`src/rtl/syncnt_pkg.sv`:
```
package syncnt_pkg;

    // Operation applied by a counter stage on the next rising edge.
    typedef enum logic [1:0] {
        OP_HOLD  = 2'b00,
        OP_COUNT = 2'b01,
        OP_LOAD  = 2'b10,
        OP_CLEAR = 2'b11
    } op_e;

endpackage

```
`src/rtl/syncnt_ctrl.sv`:
```
module syncnt_ctrl
    import syncnt_pkg::*;
(
    input  logic clr_n,
    input  logic load_n,
    input  logic en_chain,
    input  logic en_local,
    output op_e  op
);

    // Priority: clear over load over count; otherwise hold.
    always_comb begin
        if (!clr_n) begin
            op = OP_CLEAR;
        end else if (!load_n) begin
            op = OP_LOAD;
        end else if (en_chain && en_local) begin
            op = OP_COUNT;
        end else begin
            op = OP_HOLD;
        end
    end

endmodule

```
`src/rtl/syncnt_reg.sv`:
```
module syncnt_reg
    import syncnt_pkg::*;
#(
    parameter int WIDTH = 4
) (
    input  logic             clk,
    input  op_e              op,
    input  logic [WIDTH-1:0] din,
    output logic [WIDTH-1:0] q
);

    logic [WIDTH-1:0] low_ones;
    logic [WIDTH-1:0] q_inc;
    logic [WIDTH-1:0] q_nxt;

    // Synchronous toggle form: bit i flips when every lower bit is one.
    assign low_ones[0] = 1'b1;
    generate
        for (genvar i = 1; i < WIDTH; i++) begin : g_prefix
            assign low_ones[i] = low_ones[i-1] & q[i-1];
        end
        for (genvar i = 0; i < WIDTH; i++) begin : g_toggle
            assign q_inc[i] = q[i] ^ low_ones[i];
        end
    endgenerate

    always_comb begin
        unique case (op)
            OP_CLEAR: q_nxt = '0;
            OP_LOAD:  q_nxt = din;
            OP_COUNT: q_nxt = q_inc;
            OP_HOLD:  q_nxt = q;
            default:  q_nxt = q;
        endcase
    end

    always_ff @(posedge clk) begin
        q <= q_nxt;
    end

endmodule

```
`src/rtl/syncnt_tc.sv`:
```
module syncnt_tc #(
    parameter int WIDTH = 4
) (
    input  logic [WIDTH-1:0] q,
    input  logic             en_chain,
    output logic             carry_out
);

    logic [WIDTH:0] all_ones;

    // AND chain over the count bits, seeded with the chain enable.
    assign all_ones[0] = en_chain;
    generate
        for (genvar i = 0; i < WIDTH; i++) begin : g_and
            assign all_ones[i+1] = all_ones[i] & q[i];
        end
    endgenerate

    assign carry_out = all_ones[WIDTH];

endmodule

```
`src/rtl/syncnt_stage.sv`:
```
module syncnt_stage
    import syncnt_pkg::*;
#(
    parameter int WIDTH = 4
) (
    input  logic             clk,
    input  logic             clr_n,
    input  logic             load_n,
    input  logic             en_chain,
    input  logic             en_local,
    input  logic [WIDTH-1:0] din,
    output logic [WIDTH-1:0] q,
    output logic             carry_out
);

    op_e op;

    syncnt_ctrl ctrl_i (
        .clr_n    (clr_n),
        .load_n   (load_n),
        .en_chain (en_chain),
        .en_local (en_local),
        .op       (op)
    );

    syncnt_reg #(.WIDTH(WIDTH)) reg_i (
        .clk (clk),
        .op  (op),
        .din (din),
        .q   (q)
    );

    syncnt_tc #(.WIDTH(WIDTH)) tc_i (
        .q         (q),
        .en_chain  (en_chain),
        .carry_out (carry_out)
    );

endmodule

```
`config.mk`:
```
export PLATFORM = sky130hd
export DESIGN_NAME = syncnt_stage
export DESIGN_NICKNAME = d
export VERILOG_FILES = /design/src/rtl/syncnt_pkg.sv /design/src/rtl/syncnt_ctrl.sv /design/src/rtl/syncnt_reg.sv /design/src/rtl/syncnt_tc.sv /design/src/rtl/syncnt_stage.sv
export SDC_FILE = /design/constraint.sdc
export NUM_CORES = 1
export LEC_CHECK = 0
export ABC_CLOCK_PERIOD_IN_PS = 1250
export BUFFER_PORTS_ARGS = -buffer_cell sky130_fd_sc_hd__buf_4
export CAP_MARGIN = 10
export CELL_PAD_IN_SITES_DETAIL_PLACEMENT = 1
export CELL_PAD_IN_SITES_GLOBAL_PLACEMENT = 1
export CORE_AREA = 2 2 39 41
export CTS_CLUSTER_DIAMETER = 120
export DETAILED_ROUTE_END_ITERATION = 7
export DIE_AREA = 0 0 41 43
export PLACE_DENSITY_LB_ADDON = 0.1
export REMOVE_ABC_BUFFERS = 1
export SYNTH_ARGS = -nofsm -noshare
export SYNTH_HDL_FRONTEND = slang
export SYNTH_SLANG_ARGS = --single-unit
```
`constraint.sdc`:
```
create_clock -name clk -period 1.25 [get_ports clk]
set_input_delay 0.25 -clock clk [delete_from_list [all_inputs] [get_ports clk]]
set_output_delay 0.25 -clock clk [all_outputs]
set_load 0.02 [all_outputs]
```
* Word level (Yosys, flattened, before mapping)
Cells that the tools add are included.
** Operators by class
- Equality and inequality tests :: 3
- Mux-type cells :: 4
- Bitwise operators :: 10
- Reduce and logical (&&, ||, !) cells :: 2
** Operator list (count)
- $pmux 4 s3 :: 1
- $and 1x1->1 :: 6
- $eq 2x2->1 const B :: 2
- $mux 2 :: 2
- $xor 1x1->1 :: 3
- $eq 2x1->1 const B :: 1
- $logic_not 2->1 :: 1
- $logic_and 1x1->1 :: 1
- $mux 1 :: 1
- $not 1->1 :: 1
** Storage, ports and cells
- Bits in registers :: 4
- Input port bits :: 9
- Output and inout port bits :: 5
- Word-level logic and storage cells :: 20

* Longest topological paths before layout
Gate-level depths: netlist (run 1).
- Word-level depth :: 6
- Mapped depth :: 4
- Depth with buffers taken out :: 4

* Modules after synthesis
Synthesis (run 1) repeated with hierarchy kept, for this count alone.
** Second synthesis, totals
- Cells, all modules :: 29
- Area, all modules :: 286.5 um^2
** Modules (own cells, without submodules)
- syncnt_reg :: times used 1, cells each 23, area each 261.5 um^2, seq. area each 120.1 um^2
- syncnt_ctrl :: times used 1, cells each 3, area each 12.5 um^2, seq. area each 0.0 um^2
- syncnt_tc :: times used 1, cells each 3, area each 12.5 um^2, seq. area each 0.0 um^2

* Worst setup path after synthesis (run 1)
Ideal clock, no wire load.
- Path kind :: register -> register
- From :: reg reg_i.q[0]
- To :: reg reg_i.q[3], data pin
- Library setup time :: 0.262 ns
- Arrival time :: 1.130 ns
- Data required time :: 0.988 ns
- Slack :: -0.141 ns
- Stages on the path, launching flop included :: 5
- Buffers on the path :: 0
- Period minus slack after synthesis :: 1.391 ns
- Path through :: edfxtp_1 ha_1 ha_1 xnor2_1 o21ai_0
** On the way
- Word-level cells in the longest chain between the ends :: 4
** RTL lines
- from (decl) :: line syncnt_reg.sv:9 : output logic [WIDTH-1:0] q
- from (signal assigned) :: line syncnt_reg.sv:38 : q <= q_nxt;
- $and 1x1->1 (2 in series) :: line syncnt_reg.sv:20 : assign low_ones[i] = low_ones[i-1] & q[i-1];
- $xor 1x1->1 :: line syncnt_reg.sv:23 : assign q_inc[i] = q[i] ^ low_ones[i];
- $pmux 4 s3 :: line syncnt_reg.sv:28 : unique case (op)
- named net reg_i.q_nxt[3] :: line syncnt_reg.sv:14 : logic [WIDTH-1:0] q_nxt;
The timed path passes the listed nets, and every way through them passes these cells.
A chain may end at the register's enable or synchronous reset.

* Worst setup path in the final report (run 1)
- From :: reg reg_i.q[0]
- To :: out carry_out
** On the way
- Word-level cells in the longest chain between the ends :: 4
** RTL lines
- $and 1x1->1 (4 in series) :: line syncnt_tc.sv:15 : assign all_ones[i+1] = all_ones[i] & q[i];
- to (decl) :: line syncnt_stage.sv:13 : output logic carry_out
Every way passes these cells.

==> qor.yml, run 1 <==
sta:
  skew_ps: 1.63
  worstMarginPinSlew_ps: 203
  setup_viol: 0
  slew_violations: 0
  layout_min_cycle_time_ps: 1250
  fmaxAchievable_mhz: 803
  hold_ws_ps: 349
  fin_crit_sh_pct: 99.6
  rsz0062_at_grt: "yes"
  tns_ps: 0
  hold_violations: 0
  max_slew_margin_pct: 86.4
clock_tree:
  cts_buffers: 3
  cts_tree: "built"
  cts-root-buf: "clkbuf_4"
  cts_sinks: 4
  htree_levels: 1
  clockBufferDepth: 2
  clk_latency_ps: 230
  clkTransAtPathRegs_ps: 30
setup_path:
  worst_path_largest_cell_delay_ps: 360
  critPathBufInv: 2
  start_kind: "flip-flop"
  critical_path.top_delay_family: "flip-flops"
  arrival_ps: 1000
  worstSetupPathType: "flip-flop to primary output"
  cp_slowest_cell: "edfxtp_1"
  crit_fanout: 3
  crit_path_cell_trace: "buf_6 -> nand3_2 -> nor2_2 -> buf_6"
  required_ps: 1000
  endpoint_kind: "primary output"
  crit_top_cell: "buf_6"
power_and_ir_drop:
  p_sw_w: 0.000107
  irDropWorstVdd_v: 0.000270
  powerDensity_nw_per_um2: 942
  comb_power_share_pct: 24.6
  switching_share_pct: 24.5
  p_int_w: 0.000329
  p_clk_share_pct: 35.8
  seqPwrFrac_pct: 39.6
  total_leakage_power_nw: 0.187
global_routing:
  grt_use_total_pct: 9.78
  grt_pass1_vias: 264
  grt_pass1_wl_mm: 1.04
  antenna_found_initial: 0
  grt_max_degree: 10
  overflow: 0
flow_run:
  maxCapViolCount: 0
routing:
  num_vias: 266
  firstDrtPassIters: 4
  wl_per_cell_um: 10.4
  wl_um: 615
  vias_per_cell: 4.51
  drc_errors: 0
  drtIter0Drc: 3
  ant_nets: 0
synth:
  yosysWarnings: 0
  synth_cells: 25
  synth_area_um2: 268
  seq_area_frac_synth_pct: 44.9
  ys_types: 13
  synth.avg_cell_area_um2: 10.7
  ys_ff_latch: 4
floorplanning:
  row_count: 14
  die_y_um: 43
  die_area_um2: 1760
  core-area_um2: 1380
  ioPinCount: 14
  initial_core_util_pct: 19.3
  die_w_um: 41
cells_and_area:
  largest_reg_flops: 4
  area_delta_synth_final_pct: 72.9
  antennaDiodeCount: 0
  instances_no_fill: 59
  drive_gt1_share_pct: 58.1
  final_core_util_pct: 33.5
  top_regs: "reg_i.q (4)"
  nNetsFinal: 56
  regMostFlops: "reg_i.q"
placement:
  io_buffers: 13
  placed_cells: 55
  gp_congestion: 0.689
hold_path:
  hold_path.class: "input port to flip-flop"
run_status:
  status: "finished clean"
[cell usage in the layout (no fill, tap or decap)]
cell      Yosys  layout
nand2_2       0       1
nand4b_1      1       1
ha_4          0       1
nand3b_1      1       1
nor2_2        0       1
clkbuf_4      0       3
xnor2_2       0       1
buf_6         1       3
nand2_1       2       1
nand4_1       3       3
o21ai_1       0       1
nand2b_1      3       3
nand3_1       2       1
nand3_2       0       1
ha_2          0       1
a21boi_1      3       3
edfxtp_1      4       4
buf_4         0      13
[cells in the mapped netlist]
cell      count  area, um^2
a21boi_1      3        22.5
nand4_1       3        18.8
nand4b_1      1        8.76
nand3_1       2        10.0
edfxtp_1      4         120
nand2_1       2        7.51
buf_6         1        11.3
o21ai_0       1        5.00
ha_1          2        25.0
nand3b_1      1        7.51
xnor2_1       1        8.76
nor2_1        1        3.75
nand2b_1      3        18.8
[layer usage]
layer	part of all wire, %	vias up	routed length (um)	GRT usage [%]
met5	0	-	0	0
met4	2.3	0	14	12.0
met3	8.5	2	52	3.14
met2	48	18	296	13.1
met1	41	112	252	10.1
li1	-	134	-	-
[path summary, 6_finish.rpt]
check,startpoint,to,slack (ps),depth (start not counted)
max,reg_i.q[0]$_DFFE_PP_,carry_out,5,4
min,din[3],reg_i.q[3]$_DFFE_PP_,350,3
max reg2reg,reg_i.q[1]$_DFFE_PP_,reg_i.q[3]$_DFFE_PP_,30,4
min reg2reg,reg_i.q[3]$_DFFE_PP_,reg_i.q[3]$_DFFE_PP_,730,2
[what timing repair did]
action                     CTS  global route
pin swaps                    5             0
setup endpoints to repair    3             3
buffers inserted             1             0
hold buffers                 0             0
resized for setup            7             4
[layout make-up]
type | count | area [um^2]
Clock buffer | 3 | 22.5
Fill cell | 162 | 921
Multi-Input combinational cell | 20 | 169
Sequential cell | 4 | 120
Tap cell | 16 | 20.0
Timing Repair Buffer | 16 | 131
[cells by family (layout without fill, tap and decap cells)]
group           Yosys count  count (layout)  share of synthesized area, %
simple gates             13              13                          28.0
compound gates            4               4                          10.3
flops                     4               4                          44.9
fa+ha+maj                 2               2                          9.34
xor+xnor                  1               1                          3.27
buf+inv                   1              19                          4.21
[stage by stage]
| stage | setup slack, ps | area [um^2] | power (W) |
|---|---|---|---|
| 2_1_floorplan | -141 | 256 | 0.000207 |
| 6_report | 4.64 | 463 | 0.000436 |
| 4_1_cts | -29.0 | 447 | 0.000439 |
| 3_3_place_gp | -19.1 | 389 | 0.000265 |
| 5_1_grt | -115 | 463 | 0.000458 |
| 3_5_place_dp | -58.4 | 389 | 0.000266 |
[tightest hold or removal path: stages]
cell and delay [ps]:
buf_4 80, nand3b_1 70, o21ai_1 70
[power by group through the flow]
| stage | sequential (W) | clock (W) | combinational (W) |
|---|---|---|---|
| 2_1_floorplan | 0.000185 | 0 | 0.0000225 |
| 3_3_place_gp | 0.000171 | 0 | 0.0000943 |
| 3_5_place_dp | 0.000171 | 0 | 0.0000947 |
| 4_1_cts | 0.000173 | 0.000161 | 0.000106 |
| 5_1_grt | 0.000175 | 0.000164 | 0.000119 |
| 6_report | 0.000173 | 0.000156 | 0.000107 |
No activity file was read; power rests on OpenSTA's default activity.
==> run 2: changes to the inputs <==
Settings changed: RECOVER_POWER from default to 100.
==> run 2 against run 1 <==
Clock power barely moved. Clock skew barely moved. Maximum frequency barely moved. Critical path type unchanged. Non-clock buffer count did not move.
==> qor.yml, run 2 (synthesis gave the netlist of run 1 again) <==
setup_path:
  arrival_ps: 1000  # about the same
  cp-startpoint: "reg_i.q[0]$_DFFE_PP_"
  worst-path-stages: 4  # unchanged
  required_ps: 1000  # about the same
  endpoint_kind: "primary output"
  critPathBufInv: 2  # unchanged
  start_kind: "flip-flop"
  crit_fanout: 3  # unchanged
  cp_slowest_cell: "edfxtp_1"
  critical_path.top_delay_family: "flip-flops"
  crit_top_cell: "buf_6"
  worst_path_largest_cell_delay_ps: 360  # about the same
  r2r-start: "reg_i.q[1]$_DFFE_PP_"
  crit_end: "carry_out"
  crit_path_cell_trace: "buf_6 -> nand3_2 -> nor2_2 -> buf_6"
  worstSetupPathType: "flip-flop to primary output"
  reg2reg_depth: 4  # unchanged
  rrSetupSlack_ps: 30  # about the same
  r2r_end: "reg_i.q[3]$_DFFE_PP_"
clock_tree:
  clkTransAtPathRegs_ps: 30  # about the same
  clk_latency_ps: 230  # about the same
  cts_buffers: 3  # unchanged
  cts_tree: "built"
  clockBufferDepth: 2  # unchanged
  cts_sinks: 4  # unchanged
  cts-root-buf: "clkbuf_4"
  htree_levels: 1  # unchanged
sta:
  fmaxAchievable_mhz: 803  # about the same
  fin_crit_sh_pct: 99.7  # about the same
  slew_violations: 0  # unchanged
  layout_min_cycle_time_ps: 1250  # +0.433 ps
  hold_violations: 0  # unchanged
  worstMarginPinSlew_ps: 200  # -2.98 ps
  setup_viol: 0  # unchanged
  max_slew_margin_pct: 86.6  # +0.20 points
  rsz0062_at_grt: "yes"
  skew_ps: 1.92  # +0.291 ps
  tns_ps: 0  # unchanged
power_and_ir_drop:
  powerDensity_nw_per_um2: 945  # +0.37%
  total_leakage_power_nw: 0.184  # -1.4%
  irDropWorstVdd_v: 0.000269  # -0.21%
global_routing:
  overflow: 0  # unchanged
  grt_pass1_vias: 264  # unchanged
  grt_pass1_wl_mm: 1.04  # unchanged
  grt_use_total_pct: 9.78  # unchanged
  grt_max_degree: 10  # unchanged
  antenna_found_initial: 0  # unchanged
hold_path:
  hold_path.class: "input port to flip-flop"
routing:
  num_vias: 265  # -0.38%
  wl_um: 621  # +0.98%
  firstDrtPassIters: 4  # unchanged
  ant_nets: 0  # unchanged
  wl_per_cell_um: 10.5  # +0.98%
  drtIter0Drc: 3  # unchanged
  vias_per_cell: 4.49  # -0.38%
  drc_errors: 0  # unchanged
placement:
  io_buffers: 13  # unchanged
  placed_cells: 55  # unchanged
  gp_congestion: 0.689  # unchanged
run_status:
  status: "finished clean"
floorplanning:
  ioPinCount: 14  # unchanged
  row_count: 14  # unchanged
  core-area_um2: 1380  # unchanged
  die_area_um2: 1760  # unchanged
  die_y_um: 43  # unchanged
  die_w_um: 41  # unchanged
  initial_core_util_pct: 19.3  # unchanged
cells_and_area:
  nNetsFinal: 56  # unchanged
  area_delta_synth_final_pct: 71.0
  top_regs: "reg_i.q (4)"
  instances_no_fill: 59  # unchanged
  largest_reg_flops: 4  # unchanged
  antennaDiodeCount: 0  # unchanged
  regMostFlops: "reg_i.q"
  mostFrequentLayoutCells: "buf_4 (11), edfxtp_1 (4)"
  drive_gt1_share_pct: 58.1  # unchanged
  final_common_cell: "buf_4"
flow_run:
  maxCapViolCount: 0  # unchanged
-- run 2: cell count changes in the layout (fill, tap and decap cells not counted), sizes merged --
cell and change:
buf -2, clkbuf +2
-- run 2: layout make-up --
type | instances | area [um^2]
Fill cell | 162 | 926
Multi-Input combinational cell | 20 | 169
Timing Repair Buffer | 16 | 126
Sequential cell | 4 | 120
Clock buffer | 3 | 22.5
Tap cell | 16 | 20.0
-- run 2: report_power, final --
group / switching (W) / total, W / internal (W) / leakage (nW)
clock: 0.0000496 / 0.000157 / 0.000107 / 0.0138
sequential: 0.0000112 / 0.000173 / 0.000162 / 0.0448
combinational: 0.0000461 / 0.000103 / 0.0000572 / 0.126
total: 0.000107 / 0.000433 / 0.000326 / 0.184
-- run 2: worst min-delay path by stage --
stage	slack [ps]	startpoint	end	depth (start not counted)
detailed placement	580	din[3]	reg_i.q[3]$_DFFE_PP_	3
CTS	350	din[3]	reg_i.q[3]$_DFFE_PP_	3
global route	380	din[3]	reg_i.q[3]$_DFFE_PP_	3
floorplan	470	clr_n	reg_i.q[3]$_DFFE_PP_	2
global placement	600	din[3]	reg_i.q[3]$_DFFE_PP_	3
finish	350	din[3]	reg_i.q[3]$_DFFE_PP_	3
-- run 2: metal layers --
layer	global-route usage, %	up-vias	routed length [um]
li1	-	134	-
met1	10.1	111	260
met2	13.1	17	288
met3	3.14	3	47
met4	12.0	0	25
met5	0	-	0
-- run 2: worst register-to-register path: stages, from the launching register on --
cell	delay, ps
edfxtp_1	400
ha_2	220
ha_4	160
xnor2_2	130
o21ai_1	70
-- run 2: what timing repair did --
action	in CTS	in global routing
setup endpoints to repair	3	3
pin swaps	5	0
hold buffers	0	0
setup buffers	1	0
resized for setup	7	4
-- run 2: metrics by stage --
| stage | setup WS, ps | area, um^2 | hold slack [ps] | util [%] | total power, W |
|---|---|---|---|---|---|
| 2_1_floorplan | -141 | 256 | 468 | - | 0.000207 |
| 3_3_place_gp | -19.1 | 389 | 602 | 28.1 | 0.000265 |
| 3_5_place_dp | -58.4 | 389 | 585 | 28.1 | 0.000266 |
| 4_1_cts | -29.0 | 447 | 350 | 32.3 | 0.000439 |
| 5_1_grt | -115 | 458 | 378 | 33.1 | 0.000455 |
| 6_report | 4.21 | 458 | 348 | 33.1 | 0.000433 |
==> run 3: changes to the inputs <==
Settings changed: PLACE_DENSITY from default to 0.63, PLACE_DENSITY_LB_ADDON 0.1 to default.
==> run 3 against run 2 <==
Sequential cell count stayed put. Largest power group unchanged. Register-to-register slack is essentially flat. Final cell count shrank 1.7%. The run now ends with negative setup slack left. Via count rose by 0.38%. Wire length decreased by 1.3%. Worst hold slack improved by 4.0 ps. Cell area shrank 1.9%. Die area unchanged.
==> qor.yml, run 3 (synthesis gave the netlist of run 1 again) <==
run_status:
  status: "finished, violations left"
  violations: "negative setup slack"
setup_path:
  endpoint_kind: "primary output"
  rrSetupSlack_ps: 20  # about the same
  crit_fanout: 3  # unchanged
  worstSetupPathType: "flip-flop to primary output"
  arrival_ps: 1010  # about the same
  r2r-start: "reg_i.q[0]$_DFFE_PP_"
  worst_path_largest_cell_delay_ps: 400  # +40 ps
  crit_path_cell_trace: "buf_6 -> nand3_2 -> nor2_1 -> buf_4"
  start_kind: "flip-flop"
  required_ps: 1000  # about the same
  reg2reg_depth: 4  # unchanged
  cp_slowest_cell: "edfxtp_1"
  r2r_end: "reg_i.q[3]$_DFFE_PP_"
cells_and_area:
  antennaDiodeCount: 0  # unchanged
  fin_area_um2: 449  # -1.9%
  nNetsFinal: 55  # -1.8%
  area_delta_synth_final_pct: 67.8
  instances_no_fill: 58  # -1.7%
  largest_reg_flops: 4  # unchanged
  multi_input_area_um2: 166  # -1.5%
  mostFrequentLayoutCells: "buf_4 (13), edfxtp_1 (4)"
  regMostFlops: "reg_i.q"
  top_regs: "reg_i.q (4)"
  n_fill_cell: 164  # +1.2%
  regArea_um2: 120  # unchanged
  drive_gt1_share_pct: 54.8  # -3.4 points
  final_common_cell: "buf_4"
hold_path:
  holdPathStages: 3  # unchanged
  hold_path.class: "input port to flip-flop"
  hold_end: "reg_i.q[3]$_DFFE_PP_"
  hp-start: "din[3]"
power_and_ir_drop:
  irDropWorstVdd_v: 0.000248  # -8.1%
  total_leakage_power_nw: 0.181  # -1.7%
  total_power_w: 0.000430  # -0.60%
  seqPwrFrac_pct: 40.3  # +0.4 points
  switching_share_pct: 24.4  # -0.33 points
  p_int_w: 0.000325  # -0.17%
  powerDensity_nw_per_um2: 958  # +1.3%
  comb_power_share_pct: 23.8  # about the same
  p_clk_share_pct: 35.9  # -0.3 points
  p_sw_w: 0.000105  # -1.9%
routing:
  num_vias: 266  # +0.38%
  firstDrtPassIters: 1  # -3
  drc_errors: 0  # unchanged
  vias_per_cell: 4.59  # +2.1%
  wl_um: 613  # -1.3%
  ant_nets: 0  # unchanged
  drtIter0Drc: 0  # -3
  wl_per_cell_um: 10.6  # +0.41%
clock_tree:
  cts_tree: "built"
  clkTransAtPathRegs_ps: 30  # about the same
  htree_levels: 1  # unchanged
  cts-root-buf: "clkbuf_4"
  cts_sinks: 4  # unchanged
  cts_hold_buf: 0  # unchanged
  cts_buffers: 3  # unchanged
  clockBufferDepth: 2  # unchanged
  clk_latency_ps: 230  # about the same
global_routing:
  overflow: 0  # unchanged
  grt_max_degree: 10  # unchanged
  antenna_found_initial: 0  # unchanged
  grt_pass1_wl_um: 993  # -4.6%
  grt_pass1_vias: 266  # +0.76%
  grt_use_total_pct: 8.87  # -0.91 points
sta:
  hold_violations: 0  # unchanged
  tns_ps: -12.7  # -12.7 ps
  worstMarginPinSlew_ps: 210  # +9.99 ps
  fin_crit_sh_pct: 101  # +1.4 points
  slew_violations: 0  # unchanged
  setup_viol: 1  # +1
  max_slew_margin_pct: 86.0  # -0.67 points
  fmaxAchievable_mhz: 792  # -1.3%
  fin_ws_ps: -12.7  # -16.9 ps
  rsz0062_at_grt: "yes"
  layout_min_cycle_time_ps: 1260  # +16.9 ps
  skew_ps: 1.72  # -0.199 ps
floorplanning:
  die_w_um: 41  # unchanged
  ioPinCount: 14  # unchanged
  initial_core_util_pct: 19.3  # unchanged
  die_y_um: 43  # unchanged
  die_area_um2: 1760  # unchanged
  core-area_um2: 1380  # unchanged
  row_count: 14  # unchanged
placement:
  placed_cells: 55  # unchanged
  io_buffers: 13  # unchanged
  postPlaceCellArea_um2: 389  # unchanged
  gp_congestion: 0.672  # -2.5%
flow_run:
  maxCapViolCount: 0  # unchanged
[run 3: timing repair]
item / 4_1_cts / 5_1_grt
endpoints found under the setup margin: 3 / 3
endpoints found under the hold margin: 0 / 0
pin swaps: 5 / 4
cloned: 0 / 0
resized for setup: 5 / 3
setup buffers: 0 / 0
[run 3: how the worst max path moves through the flow]
stage	startpoint	slack (ps)	cells past startpoint	endpoint
after floorplan	reg_i.q[0]$_DFFE_PP_	-140	4	reg_i.q[3]$_DFFE_PP_
after global placement	reg_i.q[0]$_DFFE_PP_	-10	4	reg_i.q[2]$_DFFE_PP_
after detailed placement	reg_i.q[1]$_DFFE_PP_	-50	4	reg_i.q[3]$_DFFE_PP_
after CTS	reg_i.q[0]$_DFFE_PP_	-30	4	carry_out
after global routing	reg_i.q[0]$_DFFE_PP_	-40	4	carry_out
final	reg_i.q[0]$_DFFE_PP_	-10	4	carry_out
[run 3: layout make-up]
class	count	share of cell area [%]
Multi-Input combinational cell	20	37.0
Sequential cell	4	26.7
Timing Repair Buffer	15	26.7
Clock buffer	3	5.01
Tap cell	16	4.46
[run 3: through the flow]
| stage | worst slack [ps] | util (%) | hold WS [ps] |
|---|---|---|---|
| floorplan | -141 | - | 468 |
| global placement | -14.2 | 28.1 | 593 |
| detailed placement | -49.5 | 28.1 | 592 |
| CTS | -28.7 | 31.5 | 357 |
| global route | -38.7 | 32.5 | 380 |
| finish | -12.7 | 32.5 | 352 |
[run 3: worst max-delay path, delay by kind of cell, from the launching register on]
family / cells / cell delay [ps]
buf+inv: 2 / 280
flops: 1 / 400
simple gates: 2 / 100
[run 3: power by group through the flow]
stage	clock network, W	logic (W)	registers (W)
6_report	0.000154	0.000103	0.000173
5_1_grt	0.000167	0.000115	0.000174
4_1_cts	0.000161	0.0000996	0.000172
3_5_place_dp	0	0.0000939	0.000171
3_3_place_gp	0	0.0000933	0.000171
2_1_floorplan	0	0.0000225	0.000185
[run 3: routing by layer]
layer	vias to the layer above	GRT usage [%]	part of all wire, %
li1	130	-	-
met1	121	9.45	40
met2	13	12.8	49
met3	2	1.57	8.2
met4	0	10.0	2.3
met5	-	0	0
